**src/rtl/sdiv_pkg.sv**
```systemverilog
package sdiv_pkg;
    typedef enum logic [1:0] {
        S_IDLE = 2'd0,
        S_RUN  = 2'd1,
        S_FIX  = 2'd2
    } div_state_t;
endpackage

```
**src/rtl/sdiv_core.sv**
```systemverilog
// Restoring shift/subtract datapath operating on unsigned magnitudes.
module sdiv_core #(
    parameter int WIDTH = 32
) (
    input  logic             clk,
    input  logic             rst_n,
    input  logic             load,
    input  logic             step,
    input  logic [WIDTH-1:0] num_mag,
    input  logic [WIDTH-1:0] den_mag,
    output logic [WIDTH-1:0] quo_mag,
    output logic [WIDTH-1:0] rem_mag
);
    logic [WIDTH-1:0] part_q;
    logic [WIDTH-1:0] quo_q;
    logic [WIDTH-1:0] den_q;
    logic [WIDTH:0]   shifted;
    logic [WIDTH:0]   trial;
    logic             fits;

    always_comb begin
        shifted = {part_q, quo_q[WIDTH-1]};
        trial   = shifted - {1'b0, den_q};
        fits    = (shifted >= {1'b0, den_q});
    end

    always_ff @(posedge clk) begin
        if (!rst_n) begin
            part_q <= '0;
            quo_q  <= '0;
            den_q  <= '0;
        end else if (load) begin
            part_q <= '0;
            quo_q  <= num_mag;
            den_q  <= den_mag;
        end else if (step) begin
            part_q <= fits ? trial[WIDTH-1:0] : shifted[WIDTH-1:0];
            quo_q  <= {quo_q[WIDTH-2:0], fits};
        end
    end

    assign quo_mag = quo_q;
    assign rem_mag = part_q;

    // a step never leaves a partial remainder at or above a nonzero divisor
    part_bound_chk: assert property (@(posedge clk) disable iff (!rst_n)
        (step && den_q != '0) |=> (part_q < den_q));
endmodule

```
**src/rtl/sdiv_fix.sv**
```systemverilog
// Sign restoration and the zero-divisor override.
module sdiv_fix #(
    parameter int WIDTH = 32
) (
    input  logic [WIDTH-1:0] num,
    input  logic [WIDTH-1:0] den,
    input  logic [WIDTH-1:0] quo_mag,
    input  logic [WIDTH-1:0] rem_mag,
    output logic [WIDTH-1:0] quo,
    output logic [WIDTH-1:0] rem
);
    logic neg_q;
    logic neg_r;
    logic den_zero;

    always_comb begin
        neg_q    = num[WIDTH-1] ^ den[WIDTH-1];
        neg_r    = num[WIDTH-1];
        den_zero = (den == '0);
        if (den_zero) begin
            quo = '1;
            rem = num;
        end else begin
            quo = neg_q ? (~quo_mag + 1'b1) : quo_mag;
            rem = neg_r ? (~rem_mag + 1'b1) : rem_mag;
        end
    end
endmodule

```
**src/rtl/sdiv_memo.sv**
```systemverilog
// Holds the operands and both results of the last completed fresh division.
module sdiv_memo #(
    parameter int WIDTH = 32
) (
    input  logic             clk,
    input  logic             rst_n,
    input  logic             wr,
    input  logic [WIDTH-1:0] wr_num,
    input  logic [WIDTH-1:0] wr_den,
    input  logic [WIDTH-1:0] wr_quo,
    input  logic [WIDTH-1:0] wr_rem,
    input  logic [WIDTH-1:0] look_num,
    input  logic [WIDTH-1:0] look_den,
    output logic             hit,
    output logic [WIDTH-1:0] hit_quo,
    output logic [WIDTH-1:0] hit_rem
);
    logic             live_q;
    logic [WIDTH-1:0] num_q;
    logic [WIDTH-1:0] den_q;
    logic [WIDTH-1:0] quo_q;
    logic [WIDTH-1:0] rem_q;

    always_ff @(posedge clk) begin
        if (!rst_n) begin
            live_q <= 1'b0;
            num_q  <= '0;
            den_q  <= '0;
            quo_q  <= '0;
            rem_q  <= '0;
        end else if (wr) begin
            live_q <= 1'b1;
            num_q  <= wr_num;
            den_q  <= wr_den;
            quo_q  <= wr_quo;
            rem_q  <= wr_rem;
        end
    end

    assign hit     = live_q && (look_num == num_q) && (look_den == den_q);
    assign hit_quo = quo_q;
    assign hit_rem = rem_q;


    memo_hold_chk: assert property (@(posedge clk) disable iff (!rst_n)
        !wr |=> ($stable(num_q) && $stable(den_q) && $stable(quo_q) && $stable(rem_q)));
endmodule

```
**src/rtl/sdiv_unit.sv**
```systemverilog
module sdiv_unit
    import sdiv_pkg::*;
#(
    parameter int WIDTH = 32
) (
    input  logic             clk,
    input  logic             rst_n,
    input  logic             req_valid,
    output logic             req_ready,
    input  logic [WIDTH-1:0] req_dividend,
    input  logic [WIDTH-1:0] req_divisor,
    input  logic             req_sel_rem,
    output logic             done,
    output logic [WIDTH-1:0] result
);
    localparam int CNT_W = $clog2(WIDTH);
    localparam logic [CNT_W-1:0] LAST_STEP = CNT_W'(WIDTH - 1);
    localparam logic [WIDTH-1:0] MOST_NEG = {1'b1, {(WIDTH-1){1'b0}}};

    div_state_t       state_q, state_d;
    logic [CNT_W-1:0] cnt_q;
    logic [WIDTH-1:0] num_q, den_q;
    logic             sel_q;
    logic             accept, hit, fresh;
    logic             memo_hit;
    logic [WIDTH-1:0] memo_quo, memo_rem;
    logic [WIDTH-1:0] num_mag, den_mag, quo_mag, rem_mag;
    logic [WIDTH-1:0] fix_quo, fix_rem;
    logic             done_q;
    logic [WIDTH-1:0] result_q;

    assign req_ready = (state_q == S_IDLE);
    assign accept    = req_valid && req_ready;
    assign hit       = accept && memo_hit;
    assign fresh     = accept && !memo_hit;
    assign num_mag   = req_dividend[WIDTH-1] ? (~req_dividend + 1'b1) : req_dividend;
    assign den_mag   = req_divisor[WIDTH-1]  ? (~req_divisor + 1'b1)  : req_divisor;

    always_comb begin
        state_d = state_q;
        unique case (state_q)
            S_IDLE:  if (fresh) state_d = S_RUN;
            S_RUN:   if (cnt_q == LAST_STEP) state_d = S_FIX;
            S_FIX:   state_d = S_IDLE;
            default: state_d = S_IDLE;
        endcase
    end

    // State register, step counter and captured request
    always_ff @(posedge clk) begin
        if (!rst_n) begin
            state_q <= S_IDLE;
            cnt_q   <= '0;
            num_q   <= '0;
            den_q   <= '0;
            sel_q   <= 1'b0;
        end else begin
            state_q <= state_d;
            if (fresh) begin
                cnt_q <= '0;
                num_q <= req_dividend;
                den_q <= req_divisor;
                sel_q <= req_sel_rem;
            end else if (state_q == S_RUN) begin
                cnt_q <= cnt_q + 1'b1;
            end
        end
    end

    // Outputs
    always_ff @(posedge clk) begin
        if (!rst_n) begin
            done_q   <= 1'b0;
            result_q <= '0;
        end else begin
            done_q <= 1'b0;
            if (hit) begin
                done_q   <= 1'b1;
                result_q <= req_sel_rem ? memo_rem : memo_quo;
            end else if (state_q == S_FIX) begin
                done_q   <= 1'b1;
                result_q <= sel_q ? fix_rem : fix_quo;
            end
        end
    end

    assign done   = done_q;
    assign result = result_q;

    sdiv_core #(.WIDTH(WIDTH)) u_core (
        .clk     (clk),
        .rst_n   (rst_n),
        .load    (fresh),
        .step    (state_q == S_RUN),
        .num_mag (num_mag),
        .den_mag (den_mag),
        .quo_mag (quo_mag),
        .rem_mag (rem_mag)
    );

    sdiv_fix #(.WIDTH(WIDTH)) u_fix (
        .num     (num_q),
        .den     (den_q),
        .quo_mag (quo_mag),
        .rem_mag (rem_mag),
        .quo     (fix_quo),
        .rem     (fix_rem)
    );

    sdiv_memo #(.WIDTH(WIDTH)) u_memo (
        .clk      (clk),
        .rst_n    (rst_n),
        .wr       (state_q == S_FIX),
        .wr_num   (num_q),
        .wr_den   (den_q),
        .wr_quo   (fix_quo),
        .wr_rem   (fix_rem),
        .look_num (req_dividend),
        .look_den (req_divisor),
        .hit      (memo_hit),
        .hit_quo  (memo_quo),
        .hit_rem  (memo_rem)
    );


    fresh_busy_chk: assert property (@(posedge clk) disable iff (!rst_n)
        fresh |=> !req_ready);


    run_len_chk: assert property (@(posedge clk) disable iff (!rst_n)
        (state_q == S_RUN && cnt_q != LAST_STEP) |=> (state_q == S_RUN && !done));


    memo_fast_chk: assert property (@(posedge clk) disable iff (!rst_n)
        hit |=> (done && req_ready));


    done_src_chk: assert property (@(posedge clk) disable iff (!rst_n)
        done |-> $past(state_q == S_FIX || hit));


    identity_chk: assert property (@(posedge clk) disable iff (!rst_n)
        (state_q == S_FIX && den_q != '0) |->
        ({{WIDTH{1'b0}}, quo_mag} * {{WIDTH{1'b0}}, den_mag_q()} + {{WIDTH{1'b0}}, rem_mag}
            == {{WIDTH{1'b0}}, num_mag_q()}));


    overflow_chk: assert property (@(posedge clk) disable iff (!rst_n)
        (state_q == S_FIX && num_q == MOST_NEG && den_q == '1) |->
        (fix_quo == MOST_NEG && fix_rem == '0));

    function automatic logic [WIDTH-1:0] num_mag_q();
        return num_q[WIDTH-1] ? (~num_q + 1'b1) : num_q;
    endfunction

    function automatic logic [WIDTH-1:0] den_mag_q();
        return den_q[WIDTH-1] ? (~den_q + 1'b1) : den_q;
    endfunction
endmodule

```
**config.mk**
```make
export PLATFORM = sky130hd
export DESIGN_NAME = sdiv_unit
export DESIGN_NICKNAME = d
export VERILOG_FILES = /design/src/rtl/sdiv_pkg.sv /design/src/rtl/sdiv_core.sv /design/src/rtl/sdiv_fix.sv /design/src/rtl/sdiv_memo.sv /design/src/rtl/sdiv_unit.sv
export SDC_FILE = /design/constraint.sdc
export NUM_CORES = 1
export LEC_CHECK = 0
export ABC_AREA = 1
export BUFFER_PORTS_ARGS = -buffer_cell sky130_fd_sc_hd__clkbuf_2
export CORE_ASPECT_RATIO = 2
export CORE_MARGIN = 3
export CORE_UTILIZATION = 63
export CTS_CLUSTER_DIAMETER = 80
export DETAILED_ROUTE_END_ITERATION = 7
export GPL_TIMING_DRIVEN = 0
export PLACE_DENSITY = 0.82
export SETUP_SLACK_MARGIN = 0.1
export SYNTH_ARGS = -nofsm -noshare
export SYNTH_HDL_FRONTEND = slang
export SYNTH_SLANG_ARGS = --single-unit
```
**constraint.sdc**
```tcl
create_clock -name clk -period 2.9 [get_ports clk]
set_clock_uncertainty 0.15 [all_clocks]
set_input_delay 0.145 -clock clk [delete_from_list [all_inputs] [get_ports clk]]
set_output_delay 0.145 -clock clk [all_outputs]
set_load 0.01 [all_outputs]
```
==> metrics.md, run 1 <==
| Metric | Value |
|---|---|
| Post-synthesis compound-gate area fraction | `approximately 17%` |
| Row count | `92` |
| I/O pin total | `just over 100` |
| Adder-cell share of the synthesized area | `under 10%` |
| Mapped Nets | `roughly 3400` |
| Syn avg cell area | `6.18 um2` |
| DP HPWL | `~70000 um` |
| Yosys top cell area share | `roughly a third` |
| Root Driver | `clkbuf_16` |
| Run Error | `[ERROR GRT-0116] Global routing finished with congestion. Check the congestion regions in the DRC Viewer.` |
| First-pass GRT wire length | `143000 um` |
| Dominant cell type by area after synthesis | `dfxtp_1` |
| Xor/xnor share of the synthesized area | `4.03%` |
| Worst slack, placed | `-175 ps` |
| Failed at | `global routing` |
| Sequential area share after synthesis | `between 30% and 40%` |
| H-tree level count | `1` |
| Total congestion overflow | `6` |
| RePlAce Congestion | `between 1 and 1.5` |
| Initial core utilization | `64.0%` |
| Largest net degree at the start of global routing | `17` |
| Port bufs | `99` |
| # clock sinks | `~330` |
| Vias in the first global route | `about 25000` |
| Die W | `roughly 130 um` |
| Largest family of logic cells by synthesized area | `simple AND/OR/NAND/NOR gates` |
| Post-synthesis cell count | `between 3000 and 4000` |
| Gr usage total | `around 54%` |
| TritonCTS buffer count | `30` |
| Yosys reg bits | `approximately 330` |
| Cell Area, Synth | `20200 um2` |
| Ys Warns | `0` |
| Top cells by area, synth | `dfxtp_1 (33%), nand2_1 (16%), nor2_1 (7.4%), o21ai_0 (7.3%), inv_1 (7.2%)` |
| Mux contribution to synthesized area | `0%` |
| Die Y | `about 260 um` |
| Clock tree buffer depth | `3` |
| Synth Area in Simple Gates | `about a third` |
| Synth cell types | `38` |
| Status | `aborted with a tool error` |
## cell families after synthesis
| logic type | Yosys count |
|---|---|
| compound gates | 649 |
| xor+xnor | 93 |
| fa+ha+maj | 39 |
| buf+inv | 564 |
| flops | 329 |
| simple gates | 1595 |
## metal layers
| layer | GRT overflow | global-route usage [%] |
|---|---|---|
| met4 | 3 | 61.0 |
| met1 | 0 | 51.0 |
| met5 | 0 | 1.61 |
| met2 | 2 | 85.6 |
| met3 | 1 | 20.2 |
## cell usage after synthesis
library cell / number
a211oi_1: 1
a21o_1: 2
a21oi_1: 217
a31oi_1: 9
a41oi_1: 5
and2_1: 2
buf_1: 10
buf_2: 24
buf_4: 13
buf_6: 3
clkbuf_1: 105
clkinv_1: 4
dfxtp_1: 329
fa_1: 1
ha_1: 38
inv_1: 386
inv_2: 18
inv_4: 1
nand2_1: 839
nand2_2: 1
nand2_4: 2
nand3_1: 246
nand3_2: 1
nand3_4: 1
nand3b_1: 13
nand4_1: 66
nor2_1: 398
nor2_2: 4
nor3_1: 19
nor4_1: 3
o211ai_1: 39
o21a_1: 4
o21ai_0: 296
o21ai_1: 4
o22ai_1: 71
o31ai_1: 1
xnor2_1: 27
xor2_1: 66
## repair_timing
| action | 4_1_cts |
|---|---|
| hold endpoints to repair | 104 |
| setup buffers | 2 |
| hold buffers | 64 |
| setup endpoints to repair | 55 |
| pin swaps | 1 |
| resized for setup | 11 |
## per-stage QoR
| step | TNS, ps | cell area [um2] | hold WS (ps) | util, % | std cells |
|---|---|---|---|---|---|
| after floorplan | 0 | 20200 | 108 | - | 3269 |
| after global placement | -812 | 21200 | 294 | 67.3 | 3791 |
| after detailed placement | -1040 | 21200 | 316 | 67.3 | 3791 |
| after CTS | 0 | 23000 | 8.57 | 72.8 | 3909 |
==> run 2: changes to the inputs <==
--- a/config.mk
+++ b/config.mk
@@ -7,14 +7,11 @@
 export LEC_CHECK = 0
 export ABC_AREA = 1
 export BUFFER_PORTS_ARGS = -buffer_cell sky130_fd_sc_hd__clkbuf_2
-export CORE_ASPECT_RATIO = 2
 export CORE_MARGIN = 3
-export CORE_UTILIZATION = 63
-export CTS_CLUSTER_DIAMETER = 80
+export CORE_UTILIZATION = 40
 export DETAILED_ROUTE_END_ITERATION = 7
 export GPL_TIMING_DRIVEN = 0
-export PLACE_DENSITY = 0.82
-export SETUP_SLACK_MARGIN = 0.1
+export PLACE_DENSITY_LB_ADDON = 0.15
 export SYNTH_ARGS = -nofsm -noshare
 export SYNTH_HDL_FRONTEND = slang
 export SYNTH_SLANG_ARGS = --single-unit
==> run 2 against run 1 <==
  * The flow now finishes without violations
  * Synthesized area stayed put
  * Synthesized cell count is the same
==> metrics.md, run 2 <==
| Metric | Value |
|---|---|
| Layout cells sized above 1 | `~8.5%` |
| H-tree level count | `2` |
| RePlAce Congestion | `0.992` |
| Core Util, Final | `48.4%` |
| CP endpoint kind | `flop` |
| Slew HR | `around 28%` |
| Fin nets | `3590` |
| Die Footprint | `53200 um2` |
| Hold Path Cell Cnt | `7` |
| VDD IR max | `0.464 mV` |
| Fin crit period | `~2800 ps` |
| Post-route ant nets | `0` |
| Mean number of vias per cell | `between 5 and 6` |
| Die Y | `approximately 230 um` |
| Die W | `approximately 230 um` |
| Initial drt markers | `between 2000 and 3000` |
| Gr usage total | `34.0%` |
| Worst-skew pair later-pin latency | `approximately 600 ps` |
| Cell Area, Synth | `about 20000 um2` |
| Total negative slack | `0 ps` |
| Post-synth EDFFs | `0` |
| Synth cell count leaders | `nand2_1 (839), nor2_1 (398), inv_1 (386)` |
| MaxCap Viol Count | `0` |
| Clock tree buffer depth | `3` |
| Setup crit start kind | `flop` |
| Core box area | `a little under 50000 um2` |
| Post-synth ARST share | `0%` |
| WP data required | `approximately 3200 ps` |
| Worst path cell trace | `inv_1 -> ha_1 -> nand2_1 -> nor4_1 -> nand2_4 -> nand2_2 -> buf_6 -> buf_4 -> nand2_1 -> a21oi_1 -> nor2_1` |
| Final period utilization | `98.2%` |
| Slowest CP cell | `nor4_1` |
| TritonCTS buffer count | `41` |
| Top cells by area, synth | `dfxtp_1 (33%), nand2_1 (16%), nor2_1 (7.4%), o21ai_0 (7.3%), inv_1 (7.2%)` |
| Post-synthesis cell count | `3269` |
| PD cells | `591 nW/um2` |
| DRT Pass-1 Iters | `6` |
| Yosys reg bits | `about 330` |
| Row count | `81` |
| Slew Viols, Final | `0` |
| Initial core utilization | `between 40% and 50%` |
| Syn avg cell area | `6.18 um2` |
| Design Area, Final | `roughly 24000 um2` |
| Top-count cell post-synth | `nand2_1` |
| Synthesis-to-layout area growth | `18.2%` |
| Leakage power | `around 11 nW` |
| Area after DPL | `21500 um2` |
| Ys Warns | `0` |
| Largest net degree at the start of global routing | `14` |
| Commonest non-fill, non-tap cell in the layout | `nand2_1` |
| Yosys top cell area share | `32.6%` |
| # clock sinks | `~330` |
| DP HPWL | `74000 um` |
| Antenna violations before repair | `2` |
| DRC | `0` |
| Kind of critical path | `flop to flop` |
| Port bufs | `99` |
| Mapped Nets | `approximately 3400` |
| Sequential area share after synthesis | `about 33%` |
| Dominant cell type by area after synthesis | `dfxtp_1` |
| Vias in the first global route | `~22000` |
| CP Max Fanout | `10` |
| Total congestion overflow | `0` |
| WL/cell | `22.3 um` |
| Worst-path clk slew | `~70 ps` |
| Root Driver | `clkbuf_16` |
| TritonCTS clock tree | `done` |
| I/O pin total | `approximately 100` |
| # setup viols final | `0` |
| Final wirelength | `between 90000 and 100000 um` |
| Hold crit path type | `input port to flop` |
| Reg2Reg Depth | `11` |
| Most frequent cells in the layout | `nand2_1 (835), nor2_1 (389), inv_1 (386)` |
| Data arrival, critical path | `between 3000 and 4000 ps` |
| Worst Tran Pin Value | `1080 ps` |
| Achievable Freq | `around 350 MHz` |
| Hold Vio Cnt, Final | `0` |
| Most common cell on crit path | `nand2_1` |
| First-pass GRT wire length | `137000 um` |
| Worst path max stage delay | `slightly above 500 ps` |
| Synth cell types | `38` |
| Status | `finished clean` |
| DR vias | `about 23000` |
| Prevailing post-synth register cell | `dfxtp_1` |
run 2: cell counts after synthesis:
Identical to the previous run, type by type.
run 2: through the flow:
step           instances  total power (W)  worst slack [ps]  hold WS (ps)
2_1_floorplan       3269          0.00726               642           108
3_3_place_gp        4032          0.00857              -342           294
3_5_place_dp        4032          0.00858              -360           298
4_1_cts             4174           0.0139              1.39          24.5
5_1_grt             4179           0.0147             -61.0          72.6
6_report            4181           0.0141              51.7          48.0
run 2: kinds of logic (layout without fill, tap and decap cells):
kind of cell             count (synthesis)  count (layout)  share of synthesized area (%)
flip-flops                             329             329                           32.6
AND/OR/NAND/NOR                       1595            1595                           32.6
AO/OA/AOI/OAI                          649             649                           17.3
other                                    0               2                              0
adder cells (fa/ha/maj)                 39              39                           2.45
XOR/XNOR                                93              93                           4.03
buffers and inverters                  564             810                           11.0
run 2: worst paths after layout:
path	start	end	slack (ps)
worst min-delay path	req_dividend[31]	u_core.quo_mag[21]$_SDFFE_PN0P_	50
worst max register to register	u_core.den_q[30]$_SDFFE_PN0N_	u_core.rem_mag[17]$_SDFFE_PP0N_	50
worst max-delay path	u_core.den_q[30]$_SDFFE_PN0N_	u_core.rem_mag[17]$_SDFFE_PP0N_	50
worst min register to register	u_memo.hit_quo[10]$_SDFFE_PN0N_	u_memo.hit_quo[10]$_SDFFE_PN0N_	310
run 2: area by class of cell:
cell class | count | area, um2
diodes | 2 | 5.00
plain buffers | 155 | 706
clock buffers | 59 | 1230
clock inverters | 16 | 164
fillers | 5377 | 25500
inverters | 409 | 1540
multi-input cells | 2376 | 11600
flip-flops and latches | 329 | 6590
well taps | 664 | 831
repair buffers | 171 | 1220
run 2: routing by layer:
metal | vias up | part of all wire (%) | global-route usage, %
met3 | 154 | 8.3 | 5.00
met1 | 11000 | 45 | 48.7
met5 | - | 0 | 0
met2 | 1072 | 43 | 52.7
li1 | 11100 | - | -
met4 | 0 | 3.4 | 10.6
run 2: timing repair:
action                                  in CTS  in global routing
endpoints found under the hold margin      105                  0
setup buffers                                4                  5
hold buffers                                63                  0
gates resized for setup                     20                 58
endpoints found under the setup margin     147                 76
pin swaps                                    2                  3
run 2: worst max-delay path, delay by kind of cell, from the launching register on:
| family | cells | cell delay [ps] |
|---|---|---|
| simple gates | 6 | 1110 |
| buf+inv | 3 | 520 |
| fa+ha+maj | 1 | 480 |
| compound gates | 1 | 150 |
| flops | 1 | 310 |
run 2: power breakdown:
| group | internal [W] | switching [W] |
|---|---|---|
| sequential | 0.00469 | 0.000178 |
| combinational | 0.00118 | 0.00275 |
| clock | 0.00308 | 0.00223 |
| total | 0.00896 | 0.00516 |
(Power assumes the default switching activity.)
==> run 3: changes to the inputs <==
--- a/config.mk
+++ b/config.mk
@@ -5,13 +5,13 @@
 export SDC_FILE = /design/constraint.sdc
 export NUM_CORES = 1
 export LEC_CHECK = 0
-export ABC_AREA = 1
+export ABC_AREA = 0
 export BUFFER_PORTS_ARGS = -buffer_cell sky130_fd_sc_hd__clkbuf_2
 export CORE_MARGIN = 3
 export CORE_UTILIZATION = 40
 export DETAILED_ROUTE_END_ITERATION = 7
 export GPL_TIMING_DRIVEN = 0
-export PLACE_DENSITY_LB_ADDON = 0.15
+export PLACE_DENSITY = 0.56
 export SYNTH_ARGS = -nofsm -noshare
 export SYNTH_HDL_FRONTEND = slang
 export SYNTH_SLANG_ARGS = --single-unit
==> run 3 against run 2 <==
  * The run now ends with negative setup slack left
  * Synthesized cell count shrank 30%
  * Flip-flop and latch count is the same
  * Clock power is essentially flat
  * Sequential share of layout area shrank 0.97 points
  * Critical path depth grew 3
  * Worst hold slack lost 31 ps
  * Critical endpoint is now u_core.rem_mag[26]$_SDFFE_PP0N_
==> metrics.md, run 3 <==
| Metric | Value |
|---|---|
| Layout cells sized above 1 | `roughly 26%` |
| VDD IR max | `between 0.4 and 0.5 mV` |
| Hold crit path type | `input port to flop` |
| Post-route ant nets | `0` |
| Synth cell count leaders | `dfxtp_1 (329), nand2_1 (310), nor2_1 (267)` |
| Design Area, Final | `25100 um2` |
| Die Footprint | `48100 um2` |
| CP endpoint kind | `flop` |
| Fin crit period | `between 3000 and 4000 ps` |
| Slew HR | `between 30 and 40%` |
| TritonCTS buffer count | `39` |
| Yosys top cell area share | `36.2%` |
| Initial drt markers | `1816` |
| Die W | `between 200 and 250 um` |
| WP data required | `approximately 3200 ps` |
| Final wirelength | `just over 80000 um` |
| TritonCTS clock tree | `done` |
| CP Max Fanout | `2` |
| Cell Area, Synth | `around 18000 um2` |
| Non-Filler Instances | `3215` |
| Slew Viols, Final | `0` |
| Crit path from | `u_core.quo_mag[31]$_SDFFE_PN0P_` |
| Commonest non-fill, non-tap cell in the layout | `nand2_1` |
| Largest net degree at the start of global routing | `13` |
| Initial core utilization | `40.8%` |
| Die Y | `around 220 um` |
| Unrepaired setup endpoints after global routing | `true` |
| DRT Pass-1 Iters | `6` |
| Yosys reg bits | `329` |
| MaxCap Viol Count | `0` |
| Achievable Freq | `309 MHz` |
| Placed cell count | `around 3000` |
| Register area | `6690 um2` |
| Mean number of vias per cell | `between 5 and 6` |
| Worst-skew pair later-pin latency | `roughly 580 ps` |
| Synth cell types | `71` |
| RePlAce Congestion | `just over 1` |
| Failing checks | `negative setup slack` |
| Post-synth EDFFs | `0` |
| WL/cell | `around 25 um` |
| Port bufs | `83` |
| DRC | `0` |
| PnR worst setup slack | `-341 ps` |
| DP HPWL | `~56000 um` |
| I/O pin total | `102` |
| Most frequent cells in the layout | `nand2_1 (300), dfxtp_1 (279), nor2_1 (230)` |
| Gr usage total | `around 32%` |
| Syn avg cell area | `approximately 8 um2` |
| Dominant cell type by area after synthesis | `dfxtp_1` |
| Status | `finished, violations left` |
| Total negative slack | `-37140 ps` |
| # setup viols final | `194` |
| H-tree level count | `2` |
| Final period utilization | `112%` |
| Root Driver | `clkbuf_16` |
| Setup crit start kind | `flop` |
| Fin nets | `roughly 2700` |
| First-pass GRT wire length | `approximately 120000 um` |
| Worst-path clk slew | `roughly 70 ps` |
| Post-synthesis cell count | `2299` |
| Multi-input gate area | `approximately 12000 um2` |
| Core box area | `approximately 45000 um2` |
| Area after DPL | `a little under 20000 um2` |
| HP Start | `req_divisor[15]` |
| Antenna violations before repair | `1` |
| Row count | `between 70 and 80` |
| DR vias | `between 15000 and 20000` |
| Mapped Nets | `2406` |
| Total congestion overflow | `0` |
| Kind of critical path | `flop to flop` |
| Hold Vio Cnt, Final | `0` |
| # clock sinks | `between 300 and 400` |
| Launch point of the worst reg-to-reg path | `u_core.quo_mag[31]$_SDFFE_PN0P_` |
| # fillers | `between 4000 and 5000` |
| PD cells | `around 570 nW/um2` |
| Synthesis-to-layout area growth | `37.8%` |
| Core Util, Final | `between 50% and 60%` |
| Post-synth ARST share | `0%` |
| Sequential area share after synthesis | `between 30% and 40%` |
| Prevailing post-synth register cell | `dfxtp_1` |
| Ys Warns | `0` |
| Worst Tran Pin Value | `about 1000 ps` |
| Top cells by area, synth | `dfxtp_1 (36%), nand2_1 (6.4%), a21oi_1 (5.9%), mux2i_1 (5.7%), nor2_1 (5.5%)` |
| Leakage power | `between 9 and 10 nW` |
| Clock tree buffer depth | `3` |
| Data arrival, critical path | `roughly 3500 ps` |
| Vias in the first global route | `about 18000` |
| Top-count cell post-synth | `dfxtp_1` |
| Worst hold slack | `approximately 17 ps` |
-- run 3: cell types whose count changed after synthesis, moves of 30 or more --
cell / change
nor2_1: -131
nand3_1: -228
mux2i_1: +103
mux2_2: +30
o21ai_0: -185
xnor2_1: +86
o22ai_1: -64
a211oi_1: +60
clkbuf_1: +47
nand2_1: -529
inv_1: -319
nand4_1: -46
-- run 3: through the flow --
stage	worst slack [ps]	total power, W
floorplan	-278	0.00688
global placement	-1420	0.00784
detailed placement	-1420	0.00785
CTS	-356	0.0140
global route	-410	0.0148
finish	-341	0.0144
-- run 3: what timing repair did --
item | in CTS | in global routing
setup buffers | 69 | 23
pin swaps | 109 | 68
resized for setup | 474 | 218
endpoints found under the setup margin | 250 | 249
hold buffers | 74 | 0
cloned | 22 | 2
hold endpoints to repair | 109 | 0
-- run 3: power by group --
group,internal [W],total [W],switching [W]
combinational,0.00177,0.00408,0.00231
sequential,0.00470,0.00499,0.000295
clock,0.00321,0.00532,0.00211
-- run 3: cell families (layout without fill, tap and decap cells) --
logic type | Yosys count | after routing | share of synthesized area [%]
compound gates | 601 | 601 | 21.0
other cells | 0 | 1 | 0
simple gates | 763 | 763 | 18.2
mux | 133 | 133 | 7.52
buf+inv | 241 | 564 | 5.03
fa+ha+maj | 39 | 39 | 2.72
xor+xnor | 193 | 193 | 9.29
flops | 329 | 329 | 36.2
-- run 3: worst max-delay path, cell delays in order (launching register included) --
cell	delay, ps
dfxtp_2	320
inv_2	70
ha_4	130
inv_2	30
fa_2	370
a211oi_2	240
o211ai_1	130
o211a_1	180
a22o_1	270
a211oi_4	280
o21ai_2	130
a311oi_2	370
buf_4	180
xor2_1	170
o21ai_1	70
-- run 3: worst paths after layout --
path,cells after the start,end,slack (ps)
worst min-delay path,4,u_core.den_q[15]$_SDFFE_PN0N_,20
worst max register to register,14,u_core.rem_mag[26]$_SDFFE_PP0N_,-340
worst max-delay path,14,u_core.rem_mag[26]$_SDFFE_PP0N_,-340
worst min register to register,2,u_memo.hit_quo[3]$_SDFFE_PN0N_,310
-- run 3: final cells by class --
type,instances,share of cell area (%)
antenna,1,0.00998
timing repair buffer,264,10.1
tap,592,2.95
multi-input combinational,1729,49.4
inverter,67,1.00
buffer,162,4.47
clock inverter,9,0.748
sequential,329,26.7
clock buffer,62,4.64
-- run 3: metal layers --
| metal | wire (um) | part of all wire [%] | GRT usage [%] |
|---|---|---|---|
| met1 | 34000 | 42 | 43.2 |
| met2 | 35900 | 44 | 51.6 |
| met3 | 7600 | 9.4 | 7.16 |
| met4 | 3170 | 3.9 | 12.2 |
| met5 | 0 | 0 | 0 |
